$ cat src/rtl/flyback_pwm_pkg.sv
package flyback_pwm_pkg;
  typedef enum logic {PH_RISE = 1'b0, PH_FALL = 1'b1} ramp_phase_t;

  function automatic int on_cycles(input int code, input int valley, input int peak, input int fall_len);
    int c;
    c = (code < valley) ? valley : ((code > peak) ? peak : code);
    return ((peak - c) * fall_len + (peak - valley) - 1) / (peak - valley);
  endfunction
endpackage

$ cat src/rtl/fpm_ramp_gen.sv
module fpm_ramp_gen
  import flyback_pwm_pkg::*;
#(
  parameter int PERIOD     = 500,
  parameter int CHARGE_CYC = 140,
  parameter int KW         = 9
) (
  input  logic          clk,
  input  logic          rst,
  output ramp_phase_t   phase,
  output logic          peak,
  output logic [KW-1:0] fall_idx
);
  localparam int CW = $clog2(PERIOD);

  logic [CW-1:0] cnt;
  logic [CW-1:0] since_peak;

  always_ff @(posedge clk) begin
    if (rst)                            cnt <= '0;
    else if (cnt == CW'(PERIOD - 1))    cnt <= '0;
    else                                cnt <= cnt + 1'b1;
  end

  assign since_peak = cnt - CW'(CHARGE_CYC);
  assign phase      = (cnt < CW'(CHARGE_CYC)) ? PH_RISE : PH_FALL;
  assign fall_idx   = KW'(since_peak);
  assign peak       = (cnt == CW'(CHARGE_CYC));
endmodule

$ cat src/rtl/fpm_duty_cmp.sv
module fpm_duty_cmp #(
  parameter int FB_W        = 10,
  parameter int VALLEY_CODE = 200,
  parameter int PEAK_CODE   = 840,
  parameter int FALL_LEN    = 360,
  parameter int KW          = 9
) (
  input  logic [FB_W-1:0] fb_code,
  input  logic [KW-1:0]   fall_idx,
  output logic            cmp_end
);
  localparam int SPAN = PEAK_CODE - VALLEY_CODE;
  localparam int MW   = FB_W + KW + 2;

  logic [FB_W-1:0] fb_clamp;
  logic [MW-1:0]   ramp_drop;
  logic [MW-1:0]   fb_margin;

  always_comb begin
    if (fb_code < FB_W'(VALLEY_CODE))     fb_clamp = FB_W'(VALLEY_CODE);
    else if (fb_code > FB_W'(PEAK_CODE))  fb_clamp = FB_W'(PEAK_CODE);
    else                                  fb_clamp = fb_code;
  end

  // ramp has fallen below feedback once drop*FALL_LEN reaches margin (scaled)
  assign ramp_drop = MW'(SPAN) * MW'(fall_idx);
  assign fb_margin = (MW'(PEAK_CODE) - MW'(fb_clamp)) * MW'(FALL_LEN);
  assign cmp_end   = (ramp_drop >= fb_margin);
endmodule

$ cat src/rtl/fpm_blank_timer.sv
module fpm_blank_timer #(
  parameter int BLANK_CYC = 8
) (
  input  logic clk,
  input  logic rst,
  input  logic gate,
  input  logic oc_flag,
  output logic oc_valid
);
  localparam int AW = $clog2(BLANK_CYC + 2);

  logic [AW-1:0] age;

  always_ff @(posedge clk) begin
    if (rst || !gate)              age <= '0;
    else if (age != AW'(BLANK_CYC)) age <= age + 1'b1;
  end

  assign oc_valid = gate && oc_flag && (age == AW'(BLANK_CYC));
endmodule

$ cat src/rtl/flyback_pwm_mod.sv
module flyback_pwm_mod
  import flyback_pwm_pkg::*;
#(
  parameter int FB_W        = 10,
  parameter int PERIOD      = 500,
  parameter int CHARGE_CYC  = 140,
  parameter int VALLEY_CODE = 200,
  parameter int PEAK_CODE   = 840,
  parameter int BLANK_CYC   = 8
) (
  input  logic            clk,
  input  logic            rst,
  input  logic            run_en,
  input  logic [FB_W-1:0] fb_code,
  input  logic            oc_flag,
  output logic            gate_drv
);
  localparam int FALL_LEN = PERIOD - CHARGE_CYC;
  localparam int KW       = $clog2(FALL_LEN + 1);

  ramp_phase_t   phase;
  logic          peak_evt;
  logic          in_charge;
  logic [KW-1:0] fall_idx;
  logic          cmp_end;
  logic          oc_valid;
  logic          gate_q;
  logic          gate_nxt;

  fpm_ramp_gen #(.PERIOD(PERIOD), .CHARGE_CYC(CHARGE_CYC), .KW(KW)) u_ramp (
    .clk(clk), .rst(rst), .phase(phase), .peak(peak_evt), .fall_idx(fall_idx)
  );

  fpm_duty_cmp #(.FB_W(FB_W), .VALLEY_CODE(VALLEY_CODE), .PEAK_CODE(PEAK_CODE),
                 .FALL_LEN(FALL_LEN), .KW(KW)) u_cmp (
    .fb_code(fb_code), .fall_idx(fall_idx), .cmp_end(cmp_end)
  );

  fpm_blank_timer #(.BLANK_CYC(BLANK_CYC)) u_blank (
    .clk(clk), .rst(rst), .gate(gate_q), .oc_flag(oc_flag), .oc_valid(oc_valid)
  );

  assign in_charge = (phase == PH_RISE);

  // set at peak only; reset by comparator, released overcurrent or disable
  always_comb begin
    gate_nxt = 1'b0;
    if (run_en && !in_charge && (peak_evt || gate_q))
      gate_nxt = !cmp_end && !oc_valid;
  end

  always_ff @(posedge clk) begin
    if (rst) gate_q <= 1'b0;
    else     gate_q <= gate_nxt;
  end

  assign gate_drv = gate_q;
endmodule

$ cat config.mk
export PLATFORM = sky130hd
export DESIGN_NAME = flyback_pwm_mod
export DESIGN_NICKNAME = d
export VERILOG_FILES = /design/src/rtl/flyback_pwm_pkg.sv /design/src/rtl/fpm_ramp_gen.sv /design/src/rtl/fpm_duty_cmp.sv /design/src/rtl/fpm_blank_timer.sv /design/src/rtl/flyback_pwm_mod.sv
export SDC_FILE = /design/constraint.sdc
export NUM_CORES = 1
export LEC_CHECK = 0
export ABC_CLOCK_PERIOD_IN_PS = 6700
export BUFFER_PORTS_ARGS = -buffer_cell sky130_fd_sc_hd__buf_2
export CORE_MARGIN = 2
export CORE_UTILIZATION = 25
export CTS_CLUSTER_DIAMETER = 100
export DETAILED_ROUTE_END_ITERATION = 8
export PLACE_DENSITY = 0.41
export RECOVER_POWER = 50
export REMOVE_ABC_BUFFERS = 1
export SETUP_SLACK_MARGIN = 0.3
export SLEW_MARGIN = 5
export SYNTH_ARGS = -nofsm -noshare
export SYNTH_HDL_FRONTEND = slang
export SYNTH_SLANG_ARGS = --single-unit
$ cat constraint.sdc
create_clock -name clk -period 6.7 [get_ports clk]
set_input_delay 0.335 -clock clk [delete_from_list [all_inputs] [get_ports clk]]
set_output_delay 0.335 -clock clk [all_outputs]
set_load 0.01 [all_outputs]
### Word level (Yosys, flattened, before mapping)

Cells that the tools add are included.

| storage, ports and cells | value |
|---|---|
| register bits | 14 |
| input port bits | 14 |
| logic and storage cells | 33 |

| cells by class | value |
|---|---|
| $add $sub $neg | 4 |
| $mul | 2 |
| order comparisons | 4 |
| eq/ne operators | 4 |
| mux-type cells | 3 |
| bitwise operators | 1 |
| reductions and logical operators | 12 |

Operator list:

| cell | count |
|---|---|
| $ge A19 B21 Y1 | 1 |
| $mul A21 B6 Y18 const B | 1 |
| $mux W10 | 2 |
| $mul A3 B9 Y12 const A | 1 |
| $sub A10 B10 Y11 const A | 1 |
| $gt A10 B10 Y1 const B | 1 |
| $lt A10 B8 Y1 const B | 1 |
| $add A9 B1 Y9 const B | 1 |
| $eq A9 B8 Y1 const B | 1 |
| $eq A9 B9 Y1 const B | 1 |
| $lt A9 B8 Y1 const B | 1 |
| $sub A9 B8 Y9 const B | 1 |
| $logic_and A1 B1 Y1 | 5 |
| $add A4 B1 Y4 const B | 1 |
| $eq A4 B4 Y1 const B | 1 |
| $ne A4 B4 Y1 const B | 1 |
| $reduce_or A2 Y1 | 2 |
| $logic_not A1 Y1 | 3 |
| $logic_or A1 B1 Y1 | 2 |
| $mux W1 | 1 |
| $not A1 Y1 | 1 |

### Logic depth before layout (Yosys ltp)

Gate-level depths: netlist of the first run.

| depth | value |
|---|---|
| word-level depth | 8 |
| gate-level depth with buffers | 30 |

### By module

Synthesis of the first run repeated with hierarchy kept, for this count alone.

| unflattened totals | value |
|---|---|
| cell total of the unflattened synthesis | 379 |
| area, all modules | 3,175.5 um2 |

By module, submodules not included:

| module | instances | cells each | area each (um2) | sequential area each (um2) |
|---|---|---|---|---|
| fpm_duty_cmp | 1 | 286 | 2,307.2 | 0.0 |
| fpm_ramp_gen | 1 | 66 | 570.5 | 180.2 |
| fpm_blank_timer | 1 | 23 | 246.5 | 80.1 |
| flyback_pwm_mod | 1 | 4 | 51.3 | 20.0 |

### Least setup slack after synthesis of the first run

OpenSTA, ideal clock, no wires.

| path | value |
|---|---|
| path kind | input -> register |
| start | input fb_code[5] |
| end | register gate_q (netlist: gate_drv) |
| setup time | 0.103 ns |
| data arrival time | 5.891 ns |
| data required time | 6.597 ns |
| setup slack | 0.706 ns |
| stages on the path | 28 |
| path buffers | 0 |
| cells stage by stage | or3_4 > a311oi_2 > nor2_1 > nand2_1 > ha_1 > nand2b_1 > nor3_1 > a2111oi_2 > o31a_1 > a31oi_1 > ha_1 > xor2_1 > ha_1 > inv_1 > fa_1 > inv_1 > ha_1 > o211ai_1 > a21boi_0 > a21oi_1 > o21bai_1 > a21oi_1 > xor2_1 > ha_1 > o21a_1 > a21oi_1 > a21oi_1 > a2111oi_2 |

| between the ends | value |
|---|---|
| cells in the longest elaborated chain, start to end | 8 |
| elaborated cells on any way between the ends | 9 |
| classes of those cells | add/sub (1); mul (1); order compare (3); mux (2); reduce/logical (2) |

Ends and longest elaborated chain:

| element | RTL line | source |
|---|---|---|
| start, declared | flyback_pwm_mod.sv:14 | `input logic [FB_W-1:0] fb_code,` |
| $gt A10 B10 Y1 | fpm_duty_cmp.sv:21 | `else if (fb_code > FB_W'(PEAK_CODE)) fb_clamp = FB_W'(PEAK_CODE);` |
| $mux W10 | fpm_duty_cmp.sv:21 |  |
| $mux W10 * | fpm_duty_cmp.sv:20 | `if (fb_code < FB_W'(VALLEY_CODE)) fb_clamp = FB_W'(VALLEY_CODE);` |
| $sub A10 B10 Y11 * | fpm_duty_cmp.sv:27 | `assign fb_margin = (MW'(PEAK_CODE) - MW'(fb_clamp)) * MW'(FALL_LEN);` |
| $mul A21 B6 Y18 * | fpm_duty_cmp.sv:27 |  |
| $ge A19 B21 Y1 * | fpm_duty_cmp.sv:28 | `assign cmp_end = (ramp_drop >= fb_margin);` |
| $logic_not A1 Y1 * | flyback_pwm_mod.sv:49 | `gate_nxt = !cmp_end && !oc_valid;` |
| $logic_and A1 B1 Y1 * | flyback_pwm_mod.sv:49 |  |
| end signal, assigned | flyback_pwm_mod.sv:54 | `else gate_q <= gate_nxt;` |
| end, declared | flyback_pwm_mod.sv:27 | `logic gate_q;` |

Mark *: on every way between the ends. The rest lies on a longest branch, timed or not.
A chain may end at the register's enable or synchronous reset.

### Final worst setup path of the first run

Same ends and word-level chain as after synthesis.

==> results of run 1 <==
==> worst max path at each step <==
stage	startpoint	endpoint	slack, ps	depth (start not counted)
global route	fb_code[5]	gate_drv$_SDFF_PP0_	300	29
floorplan	fb_code[5]	gate_drv$_SDFF_PP0_	710	28
CTS	fb_code[5]	gate_drv$_SDFF_PP0_	340	29
finish	fb_code[5]	gate_drv$_SDFF_PP0_	750	29
detailed placement	fb_code[5]	gate_drv$_SDFF_PP0_	10	29
global placement	fb_code[5]	gate_drv$_SDFF_PP0_	80	29
==> logic make-up (layout without fill, tap and decap cells) <==
group,Yosys count,in the layout,share of synthesized area
adder cells (fa/ha/maj),82,82,0.3842
XOR/XNOR,38,38,0.1108
flip-flops,14,14,0.09333
AND/OR/NAND/NOR,90,90,0.1438
buffers and inverters,77,91,0.09625
multiplexers,1,1,0.003333
AO/OA/AOI/OAI,77,77,0.1683
==> cells in the mapped netlist (2+ instances only) <==
library cell and number:
a31oi_1 3, fa_1 17, dfxtp_1 14, inv_1 71
nand2b_1 7, nand3_1 6, o211ai_1 3, a2111oi_2 2
ha_1 65, o21bai_1 2, a211oi_1 2, o21a_1 2
xnor2_1 19, clkbuf_1 6, a21oi_1 29, xor2_1 19
nor3_1 10, o31ai_1 2, nor2_1 31, o21ai_0 14
a21boi_0 4, a21o_1 3, nand2_1 21, o41ai_1 2
nand4_1 3, nor2b_1 3
==> layout make-up <==
type | instances | area (um2)
fill | 1253 | 8459
multi-input combinational | 288 | 2499
sequential | 14 | 280.3
inverter | 71 | 266.5
tap | 147 | 183.9
clock buffer | 4 | 88.84
timing repair buffer | 16 | 83.83
==> flip-flops by register name, summed over array words and instances (netlist names) <==
signal and flops:
u_ramp.cnt 9, u_blank.age 4, gate_drv 1
==> critical path, delay by kind of cell <==
family / cells / cell delay [ps]
compound gates: 12 / 2230
fa+ha+maj: 6 / 1770
simple gates: 6 / 1170
xor+xnor: 2 / 360
buf+inv: 3 / 230
==> timing repair <==
item	in CTS	in global routing
pin swaps	0	2
gates resized for setup	1	13
endpoints found under the setup margin	1	1
==> cells in the final DEF (no fill, tap or decap), drive strengths merged, types with 2 or more instances in the layout <==
cell type,n
o21ai,14
a211oi,3
nor3,10
a21o,3
nand2,21
fa,17
inv,71
xor2,19
nand3,6
nor2,31
xnor2,19
o31ai,2
a2111oi,2
dfxtp,14
o211ai,3
a31oi,3
clkbuf,5
buf,15
nand4,3
a21boi,4
nand2b,7
a21oi,29
o41ai,2
o21a,2
o21bai,2
nor2b,3
or3,2
ha,65
==> routing by layer <==
| layer | part of all wire | global-route usage | vias up | wire, um |
|---|---|---|---|---|
| li1 | - | - | 1305 | - |
| met2 | 0.49 | 0.1824 | 25 | 3029 |
| met5 | 0 | 0 | - | 0 |
| met3 | 0.015 | 0.006376 | 4 | 92 |
| met1 | 0.49 | 0.1326 | 1090 | 2973 |
| met4 | 0.0049 | 0.01463 | 0 | 30 |
==> where the power goes <==
| group | internal (uW) | total (uW) | switching [uW] |
|---|---|---|---|
| clock network | 90.5 | 126 | 35.5 |
| logic | 462 | 1050 | 583 |
| registers | 85.0 | 87.9 | 2.88 |
| total | 638 | 1260 | 622 |
==> through the flow <==
stage / cells / hold slack, ps
final: 540 / 324.8
after global placement: 536 / 499.4
after CTS: 540 / 324.0
after floorplan: 373 / 410.7
after global routing: 540 / 330.2
after detailed placement: 536 / 509.3
==> summary.txt, run 1 <==
DIE
------------------------------------------------------------------------------------------------------
Initial Util                                                                                    0.2532
Die Area                                                                                     12900 um2
Floorplan row count                                                                                 40
Core Area                                                                                    11860 um2
Top Ports                                                                                           15
Height of the die                                                                             113.6 um
Die extent in x                                                                               113.6 um

STA
------------------------------------------------------------------------------------------------------
Setup TNS Final                                                                                   0 ps
Final-report max-slew violation count                                                                0
Worst clock skew                                                                              3.237 ps
Upper clock frequency limit                                                                 0.1680 GHz
RSZ-0062 raised after global routing                                                                no
Tightest Pin Transition                                                                       394.3 ps
Count of endpoints failing setup in the final report                                                 0
Hold Fails Final Rpt                                                                                 0
Worst-case setup margin in the final layout                                                   749.3 ps
Worst relative slew slack                                                                       0.7351
Tmin final                                                                                     5951 ps
Part of the cycle the worst path needs                                                          0.8882

GRT
------------------------------------------------------------------------------------------------------
Number of antenna violations at the first check in global routing                                    0
Vias in the first global route                                                                    2459
GR Overflow Total                                                                                    0
Maximum number of pins on one net before global-route repair                                        11
Wire length of the first global-routing pass                                                  10970 um
GR Util All Layers                                                                             0.09996

WORST SETUP PATH
------------------------------------------------------------------------------------------------------
Crit Path Category                                                                              in2reg
Crit path max-delay cell type                                                                     fa_1
Critical-path maximum fanout                                                                         6
Type of element capturing the critical path                                                  flip-flop
Worst setup SP type                                                                         input port
Worst reg-to-reg setup slack                                                                   2760 ps
CP Data Required Time                                                                          6840 ps
Endpoint of the lowest-slack register-to-register path                                    gate_drv$_SDFF_PP0_
Reg2Reg Launch Point                                                                      u_ramp.cnt[2]$_SDFF_PP0_
Data arrival time of the critical path                                                         6100 ps
Most used cell, CP                                                                                ha_1
Critical path's largest stage delay                                                             500 ps
Number of cells on the worst reg-to-reg path                                                        18

ROUTE
------------------------------------------------------------------------------------------------------
ANT nets after route                                                                                 0
Average vias per placed instance                                                                 4.489
Iteration count of the initial detailed-routing pass                                                 4
Routed length per placed instance                                                             11.34 um
Via Count                                                                                         2424
Routed WL                                                                                      6125 um
Detailed Route Iter0 Violations                                                                     67
Remaining design rule violation count                                                                0

MIN PATH
------------------------------------------------------------------------------------------------------
Hold worst-path end                                                                       gate_drv$_SDFF_PP0_
Startpoint of the tightest hold check path                                                         rst
Path type of the worst min-delay path                                                           in2reg
Hold Path Depth                                                                                      2

POWER
------------------------------------------------------------------------------------------------------
Power Density                                                                             370.2 nW/um2
Leakage power                                                                              0.001602 uW
Maximum vdd ir drop                                                                       0.00009945 V
Power, Total                                                                                   1259 uW

CLOCKING
------------------------------------------------------------------------------------------------------
Clock tree from TritonCTS                                                                        built
Total CTS buffers                                                                                    3
Root Buffer                                                                                  clkbuf_16
Source-to-sink clock delay at the later pin of the worst-skew pair                              240 ps
Hold Buf Count CTS                                                                                   0
Total number of H-tree levels                                                                        1
# Post-CTS Setup Buffers                                                                             0
Clock transition at the register clock pins on the worst setup and hold paths after CTS          50 ps
Longest Clk Path Bufs                                                                                2
Clock Sinks                                                                                         14

PLACE
------------------------------------------------------------------------------------------------------
Place WS                                                                                      12.93 ps
Placed cell area                                                                              3249 um2
Detailed-placement wirelength estimate                                                         5476 um
RD Place Congestion                                                                             0.7865
Number of buffers added on ports                                                                    14

LOGIC SYNTHESIS
------------------------------------------------------------------------------------------------------
Number of enable-type register cells in the synthesized netlist                                      0
Avg Inst Size Synth                                                                          7.923 um2
Cell types occupying the most area after synthesis                                        ha_1 27%, fa_1 11%, dfxtp_1 9.3%, inv_1 8.9%, xnor2_1 5.5%
Number of standard cells after synthesis                                                           379
Dominant register cell in the synthesized netlist                                              dfxtp_1
Yosys reg bits                                                                                      14
Proportion of register bits with asynchronous set or reset after synthesis                           0
Register area share after synthesis                                                            0.09333
Yosys top cell by area                                                                            ha_1
Yosys warning total                                                                                  0
Post-Synthesis Cell Area                                                                      3003 um2
Unique masters post-synth                                                                           45
Share of Yosys cell area claimed by the top area cell type                                      0.2708

FLOW RUN
------------------------------------------------------------------------------------------------------
Max Cap Violations                                                                                   0

FINAL LAYOUT
------------------------------------------------------------------------------------------------------
Utilization of the core after routing                                                           0.2868
Relative area change from synthesis to final layout                                             13.29%
Nets                                                                                               490
Antenna Diode Count                                                                                  0
Finished Cell Area                                                                            3402 um2
Fraction of final layout cells sized beyond drive strength 1                                   0.09160

OUTCOME
------------------------------------------------------------------------------------------------------
Run status                                                                                   completed

(Power assumes the default switching activity.)
==> inputs of run 2 (changes only) <==
--- a/config.mk
+++ b/config.mk
@@ -13,7 +13,6 @@
 export DETAILED_ROUTE_END_ITERATION = 8
 export PLACE_DENSITY = 0.41
 export RECOVER_POWER = 50
-export REMOVE_ABC_BUFFERS = 1
 export SETUP_SLACK_MARGIN = 0.3
 export SLEW_MARGIN = 5
 export SYNTH_ARGS = -nofsm -noshare
==> summary.txt, run 2 (synthesized netlist as in run 1, its figures left out) <==
OUTCOME
------------------------------------------------------------------------------------------------------
Run status                                                                                   completed   unchanged

WORST SETUP PATH
------------------------------------------------------------------------------------------------------
Worst setup SP type                                                                         input port   unchanged
Critical-path maximum fanout                                                                         6   unchanged
Reg2Reg Launch Point                                                                      u_ramp.cnt[2]$_SDFF_PP0_   unchanged
Data arrival time of the critical path                                                         6080 ps   was 6100 ps
Crit Path Category                                                                              in2reg   unchanged
Top cell family by delay on the critical path                                             compound AO/OA/AOI/OAI gates   unchanged
Endpoint of the lowest-slack register-to-register path                                    gate_drv$_SDFF_PP0_   unchanged
Crit path capture                                                                         gate_drv$_SDFF_PP0_   unchanged
Type of element capturing the critical path                                                  flip-flop   unchanged
Crit path max-delay cell type                                                                     fa_1   unchanged
CP Data Required Time                                                                          6850 ps   was 6840 ps
Count of cell instances traversed by the critical path                                              29   unchanged
Number of cells on the worst reg-to-reg path                                                        17   was 18
Critical path's largest stage delay                                                             490 ps   was 500 ps
Buffering stage count on the worst path with inverters included                                      3   unchanged
Worst setup path startpoint                                                                 fb_code[5]   unchanged
Worst reg-to-reg setup slack                                                                   2740 ps   was 2760 ps

ROUTE
------------------------------------------------------------------------------------------------------
Remaining design rule violation count                                                                0   unchanged
Iteration count of the initial detailed-routing pass                                                 4   unchanged
Routed length per placed instance                                                             11.36 um   was 11.34 um
Routed WL                                                                                      6145 um   was 6125 um
Detailed Route Iter0 Violations                                                                     61   was 67
ANT nets after route                                                                                 0   unchanged
Average vias per placed instance                                                                 4.484   was 4.489
Via Count                                                                                         2426   was 2424

GRT
------------------------------------------------------------------------------------------------------
Maximum number of pins on one net before global-route repair                                        11   unchanged
Number of antenna violations at the first check in global routing                                    0   unchanged
Wire length of the first global-routing pass                                                  11220 um   was 10970 um
Vias in the first global route                                                                    2509   was 2459
GR Overflow Total                                                                                    0   unchanged
GR Util All Layers                                                                              0.1022   was 0.09996

CLOCKING
------------------------------------------------------------------------------------------------------
Source-to-sink clock delay at the later pin of the worst-skew pair                              250 ps   was 240 ps
Longest Clk Path Bufs                                                                                2   unchanged
Clock transition at the register clock pins on the worst setup and hold paths after CTS          50 ps   about the same
Total CTS buffers                                                                                    3   unchanged
Total number of H-tree levels                                                                        1   unchanged
Clock tree from TritonCTS                                                                        built   unchanged
Clock Sinks                                                                                         14   unchanged
Root Buffer                                                                                  clkbuf_16   unchanged

DIE
------------------------------------------------------------------------------------------------------
Core Area                                                                                    11860 um2   unchanged
Floorplan row count                                                                                 40   unchanged
Die extent in x                                                                               113.6 um   unchanged
Die Area                                                                                     12900 um2   unchanged
Top Ports                                                                                           15   unchanged
Height of the die                                                                             113.6 um   unchanged
Initial Util                                                                                    0.2532   unchanged

STA
------------------------------------------------------------------------------------------------------
Worst clock skew                                                                              4.565 ps   was 3.237 ps
Hold Fails Final Rpt                                                                                 0   unchanged
Upper clock frequency limit                                                                 0.1686 GHz   was 0.1680 GHz
RSZ-0062 raised after global routing                                                                no   unchanged
Setup TNS Final                                                                                   0 ps   unchanged
Worst relative slew slack                                                                       0.7049   was 0.7351
Count of endpoints failing setup in the final report                                                 0   unchanged
Tmin final                                                                                     5931 ps   was 5951 ps
Tightest Pin Transition                                                                       442.6 ps   was 394.3 ps
Final-report max-slew violation count                                                                0   unchanged
Part of the cycle the worst path needs                                                          0.8852   was 0.8882

FINAL LAYOUT
------------------------------------------------------------------------------------------------------
Number of flip-flops in the largest register                                                         9   unchanged
Relative area change from synthesis to final layout                                             14.62%   was 13.29%
Antenna Diode Count                                                                                  0   unchanged
Fraction of final layout cells sized beyond drive strength 1                                    0.1041   was 0.09160
Register ranked first by flip-flop count                                                    u_ramp.cnt   unchanged
Leading cell type in the layout, fill and taps excluded                                          inv_1   unchanged
Nets                                                                                               491   was 490
Utilization of the core after routing                                                           0.2902   was 0.2868
Most frequent cells in the layout                                                         71 x inv_1, 62 x ha_1, 30 x nor2_1, 26 x a21oi_1, 21 x nand2_1   was 71 x inv_1, 65 x ha_1, 30 x nor2_1, 26 x a21oi_1, 21 x nand2_1

POWER
------------------------------------------------------------------------------------------------------
Part of the total power dissipated in combinational logic                                        0.834   was 0.830
Power Density                                                                             376.7 nW/um2   was 370.2 nW/um2
Sequential cell fraction of total power                                                          0.068   was 0.070
Cell Int Power                                                                                660.3 uW   was 637.9 uW
Switching share of power                                                                        0.4908   was 0.4935
Maximum vdd ir drop                                                                        0.0001279 V   was 0.00009945 V
Fraction of power consumed by the clock network                                                  0.099   was 0.100
Switching power                                                                               636.3 uW   was 621.5 uW
Leakage power                                                                              0.001601 uW   was 0.001602 uW

PLACE
------------------------------------------------------------------------------------------------------
Detailed-placement wirelength estimate                                                         5424 um   was 5476 um
RD Place Congestion                                                                             0.7502   was 0.7865
Number of buffers added on ports                                                                    14   unchanged

MIN PATH
------------------------------------------------------------------------------------------------------
Path type of the worst min-delay path                                                           in2reg   unchanged

FLOW RUN
------------------------------------------------------------------------------------------------------
Max Cap Violations                                                                                   0   unchanged

LOGIC SYNTHESIS
------------------------------------------------------------------------------------------------------
Post-synth net total                                                                               475

## run 2: layout make-up
class,count,area (um2)
flip-flops and latches,14,280.3
repair buffers,17,91.34
inverters,71,266.5
well taps,147,183.9
fillers,1298,8419
clock buffers,4,88.84
multi-input cells,288,2531
## run 2: through the flow
step | std cells | hold slack, ps | cell area [um2] | setup WS (ps) | power [uW]
global placement | 536 | 493.4 | 3249 | 103.9 | 1106
finish | 541 | 305.2 | 3442 | 769.1 | 1297
detailed placement | 536 | 510.5 | 3249 | 62.52 | 1107
global route | 541 | 318.8 | 3442 | 263.1 | 1493
floorplan | 379 | 410.7 | 3003 | 706.1 | 897.3
CTS | 540 | 306.4 | 3343 | 390.5 | 1245
## run 2: worst register-to-register path, delay by kind of cell, from the launching register on
kind	cells	cell delay [ps]
flip-flops	1	480
AO/OA/AOI/OAI	9	1510
AND/OR/NAND/NOR	2	210
buffers and inverters	1	100
adder cells (fa/ha/maj)	3	1160
XOR/XNOR	2	400
## run 2: power groups by stage
stage	Combinational, uW	Clock (uW)	Sequential (uW)
2_1_floorplan	809	0	88.1
3_3_place_gp	1020	0	89.5
3_5_place_dp	1020	0	89.6
4_1_cts	1030	131	87.8
5_1_grt	1270	134	88.1
6_report	1080	128	87.8
## run 2: worst min path at each step
stage	endpoint	cells after the start	slack [ps]	start
finish	gate_drv$_SDFF_PP0_	2	310	rst
global route	gate_drv$_SDFF_PP0_	2	320	rst
CTS	gate_drv$_SDFF_PP0_	2	310	rst
detailed placement	u_blank.age[3]$_SDFFE_PP0N_	2	510	u_blank.age[3]$_SDFFE_PP0N_
global placement	u_blank.age[3]$_SDFFE_PP0N_	2	490	u_blank.age[3]$_SDFFE_PP0N_
floorplan	gate_drv$_SDFF_PP0_	1	410	rst
## run 2: repair_timing
action | 4_1_cts | 5_1_grt
endpoints found under the setup margin | 1 | 1
gates cloned | 0 | 0
buffers inserted | 0 | 1
hold buffers | 0 | 0
pin swaps | 0 | 4
resized for setup | 1 | 20
## run 2: routing by layer
metal,wire (um),global-route usage
met1,3034,0.1362
met2,2973,0.1836
met3,91,0.006376
met4,46,0.01951
met5,0,0
